===== config.mk =====
export PLATFORM = sky130hd
export DESIGN_NAME = adc_result_regs
export DESIGN_NICKNAME = d
export VERILOG_FILES = /design/src/rtl/adc_result_fmt.sv /design/src/rtl/adc_result_lock.sv /design/src/rtl/adc_result_regs.sv
export SDC_FILE = /design/constraint.sdc
export NUM_CORES = 1
export LEC_CHECK = 0
export BUFFER_PORTS_ARGS = -buffer_cell sky130_fd_sc_hd__buf_2
export CAP_MARGIN = 15
export CORE_UTILIZATION = 56
export DETAILED_ROUTE_END_ITERATION = 10
export PLACE_DENSITY = 0.79
export SYNTH_ARGS = -nofsm -noshare
export SYNTH_HDL_FRONTEND = slang
export SYNTH_SLANG_ARGS = --single-unit
export TNS_END_PERCENT = 30

===== constraint.sdc =====
create_clock -name clk -period 2.1 [get_ports clk]
set_input_delay 0.42 -clock clk [delete_from_list [all_inputs] [get_ports clk]]
set_output_delay 0.42 -clock clk [all_outputs]
set_load 0.05 [all_outputs]

===== src/rtl/adc_result_fmt.sv =====
// adc_result_fmt
// Purpose : turns an RES_W-bit conversion result into the upper and lower
//           register bytes for the selected alignment.
// Assumes : 8 < RES_W <= 16. Purely combinational.
module adc_result_fmt #(
    parameter int RES_W = 10
) (
    input  logic [RES_W-1:0] word_i,
    input  logic             left_i,
    output logic [7:0]       hi_o,
    output logic [7:0]       lo_o
);
    localparam int PAD_W = 16 - RES_W;

    logic [15:0] ext_w;
    logic [15:0] packed_w;

    // Place the result at the top or bottom of a 16-bit pair
    always_comb begin
        ext_w    = 16'(word_i);
        packed_w = left_i ? (ext_w << PAD_W) : ext_w;
        hi_o     = packed_w[15:8];
        lo_o     = packed_w[7:0];
    end
endmodule


===== src/rtl/adc_result_lock.sv =====
// adc_result_lock
// Purpose : holds the live result, the snapshot taken by a first-byte read,
//           the lock flag and a one-entry slot for results that arrive while
//           locked.
// Assumes : first_rd_i and second_rd_i are never high together. conv_i is
//           already qualified by the mode input.
module adc_result_lock #(
    parameter int RES_W = 10
) (
    input  logic             clk,
    input  logic             rst_n,
    input  logic             conv_i,
    input  logic [RES_W-1:0] conv_data_i,
    input  logic             first_rd_i,
    input  logic             second_rd_i,
    output logic [RES_W-1:0] src_o,
    output logic [RES_W-1:0] live_o,
    output logic             lock_o,
    output logic             pend_v_o
);
    logic [RES_W-1:0] live_q;
    logic [RES_W-1:0] shadow_q;
    logic [RES_W-1:0] pend_q;
    logic             lock_q;
    logic             pend_v_q;
    logic             lock_set;
    logic             lock_clr;
    logic             hold;

    // Decode lock transitions and whether a new result must wait
    always_comb begin
        lock_set = first_rd_i & ~lock_q;
        lock_clr = second_rd_i & lock_q;
        hold     = (lock_q & ~lock_clr) | lock_set;
    end

    // Lock flag and snapshot register
    always_ff @(posedge clk) begin
        if (!rst_n) begin
            lock_q   <= 1'b0;
            shadow_q <= '0;
        end else if (lock_set) begin
            lock_q   <= 1'b1;
            shadow_q <= live_q;
        end else if (lock_clr) begin
            lock_q   <= 1'b0;
        end
    end

    // Live result and holding slot
    always_ff @(posedge clk) begin
        if (!rst_n) begin
            live_q   <= '0;
            pend_q   <= '0;
            pend_v_q <= 1'b0;
        end else if (conv_i) begin
            if (hold) begin
                pend_q   <= conv_data_i;
                pend_v_q <= 1'b1;
            end else begin
                live_q   <= conv_data_i;
                pend_v_q <= 1'b0;
            end
        end else if (lock_clr && pend_v_q) begin
            live_q   <= pend_q;
            pend_v_q <= 1'b0;
        end
    end

    // Reads see the snapshot while locked, the live result otherwise
    always_comb begin
        src_o    = lock_q ? shadow_q : live_q;
        live_o   = live_q;
        lock_o   = lock_q;
        pend_v_o = pend_v_q;
    end
endmodule


===== src/rtl/adc_result_regs.sv =====
// adc_result_regs
// Purpose : presents a conversion result as two read-only byte registers with
//           alignment selection and a two-read coherency lock.
// Assumes : 8 < RES_W <= 16. Read data is registered, one cycle after rd_en.
module adc_result_regs #(
    parameter int                RES_W   = 10,
    parameter int                ADDR_W  = 8,
    parameter logic [ADDR_W-1:0] HI_ADDR = 8'h24,
    parameter logic [ADDR_W-1:0] LO_ADDR = 8'h25
) (
    input  logic              clk,
    input  logic              rst_n,
    input  logic              conv_done,
    input  logic [RES_W-1:0]  conv_data,
    input  logic              mode_ok,
    input  logic              align_left,
    input  logic              rd_en,
    input  logic [ADDR_W-1:0] rd_addr,
    output logic [7:0]        rd_data
);
    logic              hit_hi;
    logic              hit_lo;
    logic              first_rd;
    logic              second_rd;
    logic              conv_ok;
    logic [RES_W-1:0]  src_w;
    logic [RES_W-1:0]  live_w;
    logic              lock_w;
    logic              pend_w;
    logic [7:0]        hi_b;
    logic [7:0]        lo_b;
    logic [7:0]        rd_data_q;

    // Address decode and first/second byte roles from the alignment
    always_comb begin
        hit_hi    = rd_en && (rd_addr == HI_ADDR);
        hit_lo    = rd_en && (rd_addr == LO_ADDR);
        first_rd  = align_left ? hit_hi : hit_lo;
        second_rd = align_left ? hit_lo : hit_hi;
        conv_ok   = conv_done & mode_ok;
    end

    adc_result_lock #(.RES_W(RES_W)) u_lock (
        .clk        (clk),
        .rst_n      (rst_n),
        .conv_i     (conv_ok),
        .conv_data_i(conv_data),
        .first_rd_i (first_rd),
        .second_rd_i(second_rd),
        .src_o      (src_w),
        .live_o     (live_w),
        .lock_o     (lock_w),
        .pend_v_o   (pend_w)
    );

    adc_result_fmt #(.RES_W(RES_W)) u_fmt (
        .word_i(src_w),
        .left_i(align_left),
        .hi_o  (hi_b),
        .lo_o  (lo_b)
    );

    // Registered read data, held between reads
    always_ff @(posedge clk) begin
        if (!rst_n) begin
            rd_data_q <= 8'h00;
        end else if (rd_en) begin
            rd_data_q <= hit_hi ? hi_b : (hit_lo ? lo_b : 8'h00);
        end
    end

    assign rd_data = rd_data_q;
endmodule


==> impl.org, run 1 <==
** Clocking
- TritonCTS built the clock tree.
- The number of hold buffers added after CTS was 0.
- Gates resized during post-CTS repair numbered 0.
- H-Tree Level Count :: 2
- The clock passes through at most 2 buffers.
- The root buffer cell chosen for the clock tree is sky130_fd_sc_hd__clkbuf_4.
- The tree built by TritonCTS fans out to 40 sinks.
- Setup repair bufs after CTS :: 0
- Counting the buffers created by CTS gives 5.
- Clock insertion delay at the later pin of the skew report :: 0.34 ns
- Clk pin slew, worst setup/hold paths :: 0.12 ns

** Setup path
- Worst reg2reg path depth :: 3
- STA classifies the critical path startpoint as a primary input.
- Signal arrival time at the worst endpoint :: 2.11 ns
- Critical path capture point type :: register
- Worst setup slack for register-to-register paths :: 0.34 ns
- In this run the worst setup path terminates at u_lock.pend_q[3]$_SDFFE_PN0P_.
- Critical path start-end classification :: in -> reg
- The worst register-to-register path ends at u_lock.pend_q[3]$_SDFFE_PN0P_.
- Origin of the worst setup path :: rd_addr[4]
- Max FO, Critical Path :: 10
- The worst register-to-register path begins at u_lock.lock_o$_SDFFE_PN0P_.
- Crit path required time :: 2.35 ns

** Timing
- The final-report max-slew violation count is 0.
- Final setup violation count :: 0
- Setup repair after global routing missed its margin :: false
- Post-Route Setup TNS :: 0 ns
- Final critical-path share of the clock period :: 0.885
- Worst clock skew :: 0.00900 ns
- Hold_ws :: 0.322 ns
- Achievable clock frequency :: 538 MHz
- The worst pin sits at a relative slew slack of 0.299.
- Final Hold Viols :: 0
- Worst-margin pin slew :: 1.05 ns
- Final period demand of the worst path :: 1.86 ns

** Power
- Peak ir drop on the vdd network :: 0.514 mV
- Reported leakage power :: 0.00109 uW
- Power spread over the standard cell area amounts to 620 nW/um^2.

** Global route
- Initial antenna violation count :: 0
- Number of global-route vias before repair :: 1619
- Wire length of the first global-routing pass :: 7250 um
- Global-route congestion overflow total :: 0
- Entering global routing, the biggest net connects 24 pins.
- For this run, the total global-route usage over all layers was measured as 0.234.

** Logic synthesis
- Synthesis produced 207 cells.
- Synthesized Nets :: 231
- Measured against the total synthesized area, the mux share comes to 0.239.
- Of the post-synthesis cell area, the dominant cell type holds 0.390.
- After synthesis, the share of flip-flops with an asynchronous set or reset is 0.
- Number of synthesized flops with an enable pin :: 0
- Mapped Area :: 2050 sq um
- In this run, distinct cell masters in the synthesized netlist total 36.
- Yosys attributes the largest share of cell area to sky130_fd_sc_hd__dfxtp_1, sky130_fd_sc_hd__mux2i_1, sky130_fd_sc_hd__o211a_1, sky130_fd_sc_hd__mux4_2, sky130_fd_sc_hd__nand2_1.
- Leading cell types by count after synthesis :: sky130_fd_sc_hd__dfxtp_1, sky130_fd_sc_hd__mux2i_1, sky130_fd_sc_hd__nand2_1
- Warnings, synthesis :: 0
- Mean instance size in the synthesized netlist :: 9.92 sq um
- Biggest area consumer among synthesized cells :: sky130_fd_sc_hd__dfxtp_1
- Compound-gate portion of the synthesized area :: 0.152
- Simple-gate share of the synthesized area :: 0.162
- The most used flip-flop cell after synthesis is sky130_fd_sc_hd__dfxtp_1.
- For this run, the register share of the synthesized area comes to 0.390.
- Combinational family with the most area after synthesis :: multiplexers
- Xor and xnor area share after synthesis :: 0.00426
- Number of storage elements in the synthesis netlist :: 40
- Fraction of the mapped netlist area in adder cells :: 0

** Detailed routing
- Total detailed-routing wirelength :: 4120 um
- The first TritonRoute pass finished after 4 iterations.
- Via count :: 1633
- Routed WL per cell :: 14.0 um
- After detailed routing, the number of remaining DRC violations is 0.
- Count of antenna-violating nets left after detailed routing :: 0
- The first routing iteration left 57 violations.
- After detailed routing, the number of vias per cell comes to 5.55.

** Place
- During placement, the flow inserted port buffers numbering 31.
- Half-perimeter wire length after detailed placement :: 3090 um
- Placer Congestion :: 0.815

** Die
- The floorplan step defined a core boundary enclosing 3420 sq um.
- IO Count :: 32
- Total die area :: 3920 sq um
- Initial Util :: 0.601
- Number of placement rows :: 21
- Vert. Die Dim :: 62.6 um
- Overall die width :: 62.6 um

** Finish
- Count of antenna diodes in the layout :: 0
- In the final layout, the multi-input gates occupy 1150 sq um.
- After the last flow step, the layout net total stands at 271.
- Share of layout cells above drive strength 1 :: 0.270
- Register area :: 801 sq um
- The area growth from synthesis to layout is 17.6%.
- Number of fill cells in the layout :: 274

** Outcome
- The flow ran to the end, and the final reports show no timing, DRC or antenna violations.

** Hold path
- The worst hold path belongs to the class in -> reg.

** Run
- Max-cap violations in this run came to 0.
[how the worst min path moves through the flow]
stage | start | to | cells after the start
6_report | conv_data[1] | u_lock.pend_q[1]$_SDFFE_PN0P_ | 3
5_1_grt | conv_data[5] | u_lock.pend_q[5]$_SDFFE_PN0P_ | 3
4_1_cts | conv_data[1] | u_lock.pend_q[1]$_SDFFE_PN0P_ | 3
3_5_place_dp | u_lock.pend_q[1]$_SDFFE_PN0P_ | u_lock.pend_q[1]$_SDFFE_PN0P_ | 2
3_3_place_gp | u_lock.pend_q[9]$_SDFFE_PN0P_ | u_lock.pend_q[9]$_SDFFE_PN0P_ | 2
2_1_floorplan | u_lock.pend_q[0]$_SDFFE_PN0P_ | u_lock.pend_q[0]$_SDFFE_PN0P_ | 2
[placed cells by master (no fill, tap or decap), types with 2 or more instances in the layout]
cell | netlist | final
sky130_fd_sc_hd__mux2i_1 | 40 | 40
sky130_fd_sc_hd__dfxtp_1 | 40 | 40
sky130_fd_sc_hd__buf_2 | 5 | 31
sky130_fd_sc_hd__nand2_1 | 24 | 24
sky130_fd_sc_hd__buf_4 | 1 | 18
sky130_fd_sc_hd__nor2b_1 | 13 | 13
sky130_fd_sc_hd__o211a_1 | 10 | 10
sky130_fd_sc_hd__o21ai_1 | 8 | 8
sky130_fd_sc_hd__inv_1 | 6 | 6
sky130_fd_sc_hd__o21ai_0 | 5 | 5
sky130_fd_sc_hd__clkbuf_4 | 0 | 5
sky130_fd_sc_hd__a21oi_1 | 4 | 4
sky130_fd_sc_hd__nor3_1 | 5 | 4
sky130_fd_sc_hd__mux4_2 | 4 | 4
sky130_fd_sc_hd__nor2_1 | 3 | 3
sky130_fd_sc_hd__o22ai_1 | 3 | 3
sky130_fd_sc_hd__a211oi_1 | 3 | 3
sky130_fd_sc_hd__nand2b_1 | 2 | 2
sky130_fd_sc_hd__o32ai_1 | 2 | 2
sky130_fd_sc_hd__o21a_1 | 2 | 2
sky130_fd_sc_hd__nand3b_1 | 2 | 2
sky130_fd_sc_hd__nor3_2 | 1 | 2
sky130_fd_sc_hd__a2bb2oi_1 | 2 | 2
sky130_fd_sc_hd__and2_1 | 2 | 2
sky130_fd_sc_hd__clkbuf_8 | 0 | 2
[sequential cells by signal (all words and copies together) (netlist names)]
signal	cells
u_lock.live_o	10
u_lock.shadow_q	10
rd_data	8
u_lock.pend_q	10
u_lock.pend_v_o	1
u_lock.lock_o	1
[cell families after synthesis]
family	count (synthesis)
AND/OR/NAND/NOR	59
multiplexers	44
AO/OA/AOI/OAI	41
flip-flops	40
buffers and inverters	22
XOR/XNOR	1
[stage by stage]
| step | setup WS [ns] | power (uW) | utilization | instances | instance area [sq um] |
|---|---|---|---|---|---|
| CTS | 0.246 | 1510 | 0.707 | 294 | 2420 |
| global placement | 0.0321 | 953 | 0.679 | 286 | 2320 |
| global route | 0.151 | 1570 | 0.707 | 294 | 2420 |
| finish | 0.242 | 1500 | 0.707 | 294 | 2420 |
| floorplan | 0.345 | 896 | - | 207 | 2050 |
| detailed placement | -0.0938 | 957 | 0.679 | 286 | 2320 |
[per-layer routing]
metal  track usage  share of wire
met4         0.108          0.022
met5             0              0
met2         0.385           0.46
met1         0.297           0.48
met3        0.0438          0.034
[where the power goes]
group | internal [uW] | leakage [uW] | total, uW | switching (uW)
Sequential | 772 | 0.000324 | 784 | 12.6
Combinational | 79.0 | 0.000719 | 157 | 77.7
Clock | 316 | 0.0000515 | 557 | 241
Total | 1170 | 0.00109 | 1500 | 331
[final cells by class]
| cell class | count | area share |
|---|---|---|
| flip-flops and latches | 40 | 0.331 |
| inverters | 6 | 0.00932 |
| clock inverters | 1 | 0.0124 |
| repair buffers | 49 | 0.120 |
| well taps | 46 | 0.0238 |
| clock buffers | 7 | 0.0269 |
| multi-input cells | 145 | 0.476 |
[worst max-delay path, stage by stage]
cell and delay, ns:
sky130_fd_sc_hd__buf_2 0.11, sky130_fd_sc_hd__nor4b_2 0.31, sky130_fd_sc_hd__a21oi_1 0.15, sky130_fd_sc_hd__nor3_2 0.80, sky130_fd_sc_hd__mux2i_1 0.32
Note: power is estimated with default switching activity, not from simulation.
==> run 2, diff against run 1 <==
--- a/config.mk
+++ b/config.mk
@@ -7,9 +7,10 @@
 export LEC_CHECK = 0
 export BUFFER_PORTS_ARGS = -buffer_cell sky130_fd_sc_hd__buf_2
 export CAP_MARGIN = 15
-export CORE_UTILIZATION = 56
+export CORE_UTILIZATION = 58
+export CTS_BUF_LIST = sky130_fd_sc_hd__clkbuf_8
 export DETAILED_ROUTE_END_ITERATION = 10
-export PLACE_DENSITY = 0.79
+export PLACE_DENSITY = 0.81
 export SYNTH_ARGS = -nofsm -noshare
 export SYNTH_HDL_FRONTEND = slang
 export SYNTH_SLANG_ARGS = --single-unit
==> run 2 against run 1 <==
  * Clock-buffer cell count shrank 1
  * Setup slack lost 0.0047 ns
  * First-iteration DRC count grew 25%
  * Cell count shrank 0.34%
  * Maximum frequency shrank 0.25%
  * Clock skew grew 0.0019 ns
  * Via count grew 1.4%
  * Power grew 7.2%
  * Critical path depth is the same
  * Sequential power is essentially flat
  * Non-clock buffer count shrank 1
  * Register-to-register slack gained 0.04 ns
  * Highest routed layer unchanged
==> impl.org, run 2 (synthesis results as in run 1) <==
** Outcome
- Run status :: complete, no violations

** Hold path
- For hold timing, the worst endpoint is u_lock.pend_q[0]$_SDFFE_PN0P_.
- The number of cells traversed by the worst hold path came to 3 (unchanged).
- Critical hold path startpoint :: conv_data[0]
- Worst hold path type :: in -> reg

** Timing
- The maximum clock frequency came to 537 MHz (-0.25%).
- Post-Route Setup TNS :: 0 ns (unchanged)
- Setup repair after global routing missed its margin :: false
- The final hold slack is 0.365 ns (+0.0438 ns).
- The hold violation count in the final report came to 0 (unchanged).
- The max-slew headroom at the worst pin is 0.317 (+0.0180).
- The transition time at the pin with the least slew margin is 1.02 ns (-0.0268 ns).
- Final setup violation count :: 0 (unchanged)
- The minimum clock period was 1.86 ns (+0.00475 ns).
- The final worst clock skew was 0.0109 ns (+0.00190 ns).
- The share of the cycle needed by the critical path after routing came to 0.887 (+0.00226).
- Final slew viol count :: 0 (unchanged)

** Detailed routing
- Number of DRC violations after detailed routing :: 0 (unchanged)
- Total detailed-routing wirelength :: 4270 um (+3.7%)
- The number of iterations in the first detailed-routing pass was 4 (unchanged).
- Count of antenna-violating nets left after detailed routing :: 0 (unchanged)
- The detail-routed net length per standard cell was 14.6 um (+4.1%).
- The detailed router's first-iteration violation count was 71 (+25%).
- The via-per-instance ratio came to 5.65 (+1.8%).
- Via count :: 1656 (+1.4%)

** Finish
- Register area :: 801 sq um (unchanged)
- Final instance area :: 2430 sq um (+0.78%)
- Post-synthesis to final-layout area growth :: 18.5%
- The antenna diode count was 0 (unchanged).
- Share of layout cells above drive strength 1 :: 0.267 (-0.00295)
- The net count reported at finish was 270 (-0.37%).
- Number of fill cells in the layout :: 288 (+5.1%)
- Most frequent cells in the layout :: sky130_fd_sc_hd__mux2i_1, sky130_fd_sc_hd__dfxtp_1, sky130_fd_sc_hd__buf_2
- The area of combinational cells with multiple inputs is 1150 sq um (unchanged).

** Die
- Overall die width :: 61.5 um (-1.7%)
- The area of the core region was 3360 sq um (-1.5%).
- IO Count :: 32 (unchanged)
- Total die area :: 3780 sq um (-3.3%)
- The overall die height came to 61.5 um (-1.7%).
- The row count came to 21 (unchanged).
- Initial Util :: 0.611 (+0.00940)

** Setup path
- The depth of the worst register-to-register path was 5 (+2).
- Sort of element at the start of the critical path :: primary input
- Origin of the worst setup path :: rd_addr[4]
- The data required time at the worst endpoint is 2.33 ns (-0.02 ns).
- The setup slack on the worst flop-to-flop path was 0.38 ns (+0.04 ns).
- Signal arrival time at the worst endpoint :: 2.09 ns (-0.02 ns)
- Critical path capture point type :: register
- Critical path start-end classification :: in -> reg
- The maximum fanout count along the critical path was 10 (unchanged).
- In this run the critical register-to-register path is captured at rd_data[0]$_SDFFE_PN0P_.
- The worst register-to-register path begins at u_lock.lock_o$_SDFFE_PN0P_.

** Place
- The number of input and output port buffers inserted was 31 (unchanged).
- Half-perimeter wire length after detailed placement :: 3050 um (-1.5%)
- The weighted congestion at the end of routability-driven global placement is 0.838 (+2.8%).
- Placement-stage cell area :: 2310 sq um (-0.32%)

** Clocking
- Maximum buffer depth of the clock tree :: 2 (unchanged)
- The count of hold-fix buffers inserted at cts was 0 (unchanged).
- Clk sinks :: 40 (unchanged)
- TritonCTS built the clock tree.
- Clock root buffer master :: sky130_fd_sc_hd__clkbuf_8
- Count of cells resized by post-cts repair :: 0 (unchanged)
- Clk pin slew, worst setup/hold paths :: 0.09 ns (-0.03 ns)
- The post-CTS setup buffer count was 0 (unchanged).
- Clock insertion delay at the later pin of the skew report :: 0.30 ns (-0.04 ns)
- The number of clock buffers inserted by TritonCTS is 5 (unchanged).
- H-Tree Level Count :: 2 (unchanged)

** Global route
- Maximum number of pins on one net before global-route repair :: 23 (-4.2%)
- The via count of the first global-routing pass came to 1600 (-1.2%).
- The number of antenna violations at the first check in global routing came to 0 (unchanged).
- Wire length of the first global-routing pass :: 7020 um (-3.2%)
- The final global-route overflow total came to 0 (unchanged).
- Total track usage :: 0.257 (+0.0222)

** Power
- The power density over cell area was 660 nW/um^2 (+6.4%).
- Reported leakage power :: 0.00110 uW (+0.46%)
- The peak supply drop came to 0.660 mV (+28%).

** Run
- Count of max-cap constraint violations :: 0 (unchanged)
-- run 2: changes by cell type in the layout (fill, tap and decap cells not counted) --
| cell | delta |
|---|---|
| sky130_fd_sc_hd__clkbuf_4 | -5 |
| sky130_fd_sc_hd__clkbuf_8 | +4 |
| sky130_fd_sc_hd__buf_4 | -1 |
| sky130_fd_sc_hd__clkinv_4 | +1 |
-- run 2: where the power goes --
group	internal [uW]	switching (uW)	leakage, uW
clock network	389	278	0.0000614
logic	77.8	77.8	0.000714
registers	771	13.2	0.000324
-- run 2: stage by stage --
step	worst slack [ns]	power (uW)	utilization	cells
6_report	0.237	1610	0.724	293
5_1_grt	0.146	1670	0.724	293
4_1_cts	0.243	1620	0.724	293
3_5_place_dp	-0.0439	955	0.688	285
3_3_place_gp	0.0229	951	0.688	285
2_1_floorplan	0.345	896	-	207
-- run 2: per-layer routing --
layer,routed length [um],track usage,up-vias,share of wire
met4,84,0.114,0,0.020
met3,152,0.0714,11,0.036
li1,-,-,824,-
met5,0,0,-,0
met1,1920,0.314,788,0.45
met2,2110,0.421,33,0.49
-- run 2: worst max-delay path: stages --
cell	delay [ns]
sky130_fd_sc_hd__buf_2	0.11
sky130_fd_sc_hd__nor4b_2	0.31
sky130_fd_sc_hd__a21oi_1	0.16
sky130_fd_sc_hd__nor3_2	0.79
sky130_fd_sc_hd__mux2i_1	0.31
-- run 2: worst max-delay path by stage --
stage | end | slack [ns] | cells after the start
2_1_floorplan | u_lock.live_o[0]$_SDFFE_PN0P_ | 0.35 | 5
3_3_place_gp | u_lock.pend_q[5]$_SDFFE_PN0P_ | 0.02 | 5
3_5_place_dp | u_lock.pend_q[1]$_SDFFE_PN0P_ | -0.04 | 5
4_1_cts | u_lock.pend_q[8]$_SDFFE_PN0P_ | 0.24 | 5
5_1_grt | u_lock.pend_q[8]$_SDFFE_PN0P_ | 0.15 | 5
6_report | u_lock.pend_q[8]$_SDFFE_PN0P_ | 0.24 | 5
-- run 2: area by class of cell --
class                      instances  share of cell area
inverter                           6             0.00925
timing repair buffer              48               0.116
clock inverter                     2              0.0159
multi-input combinational        145               0.472
tap                               46              0.0236
clock buffer                       6              0.0339
sequential                        40               0.329
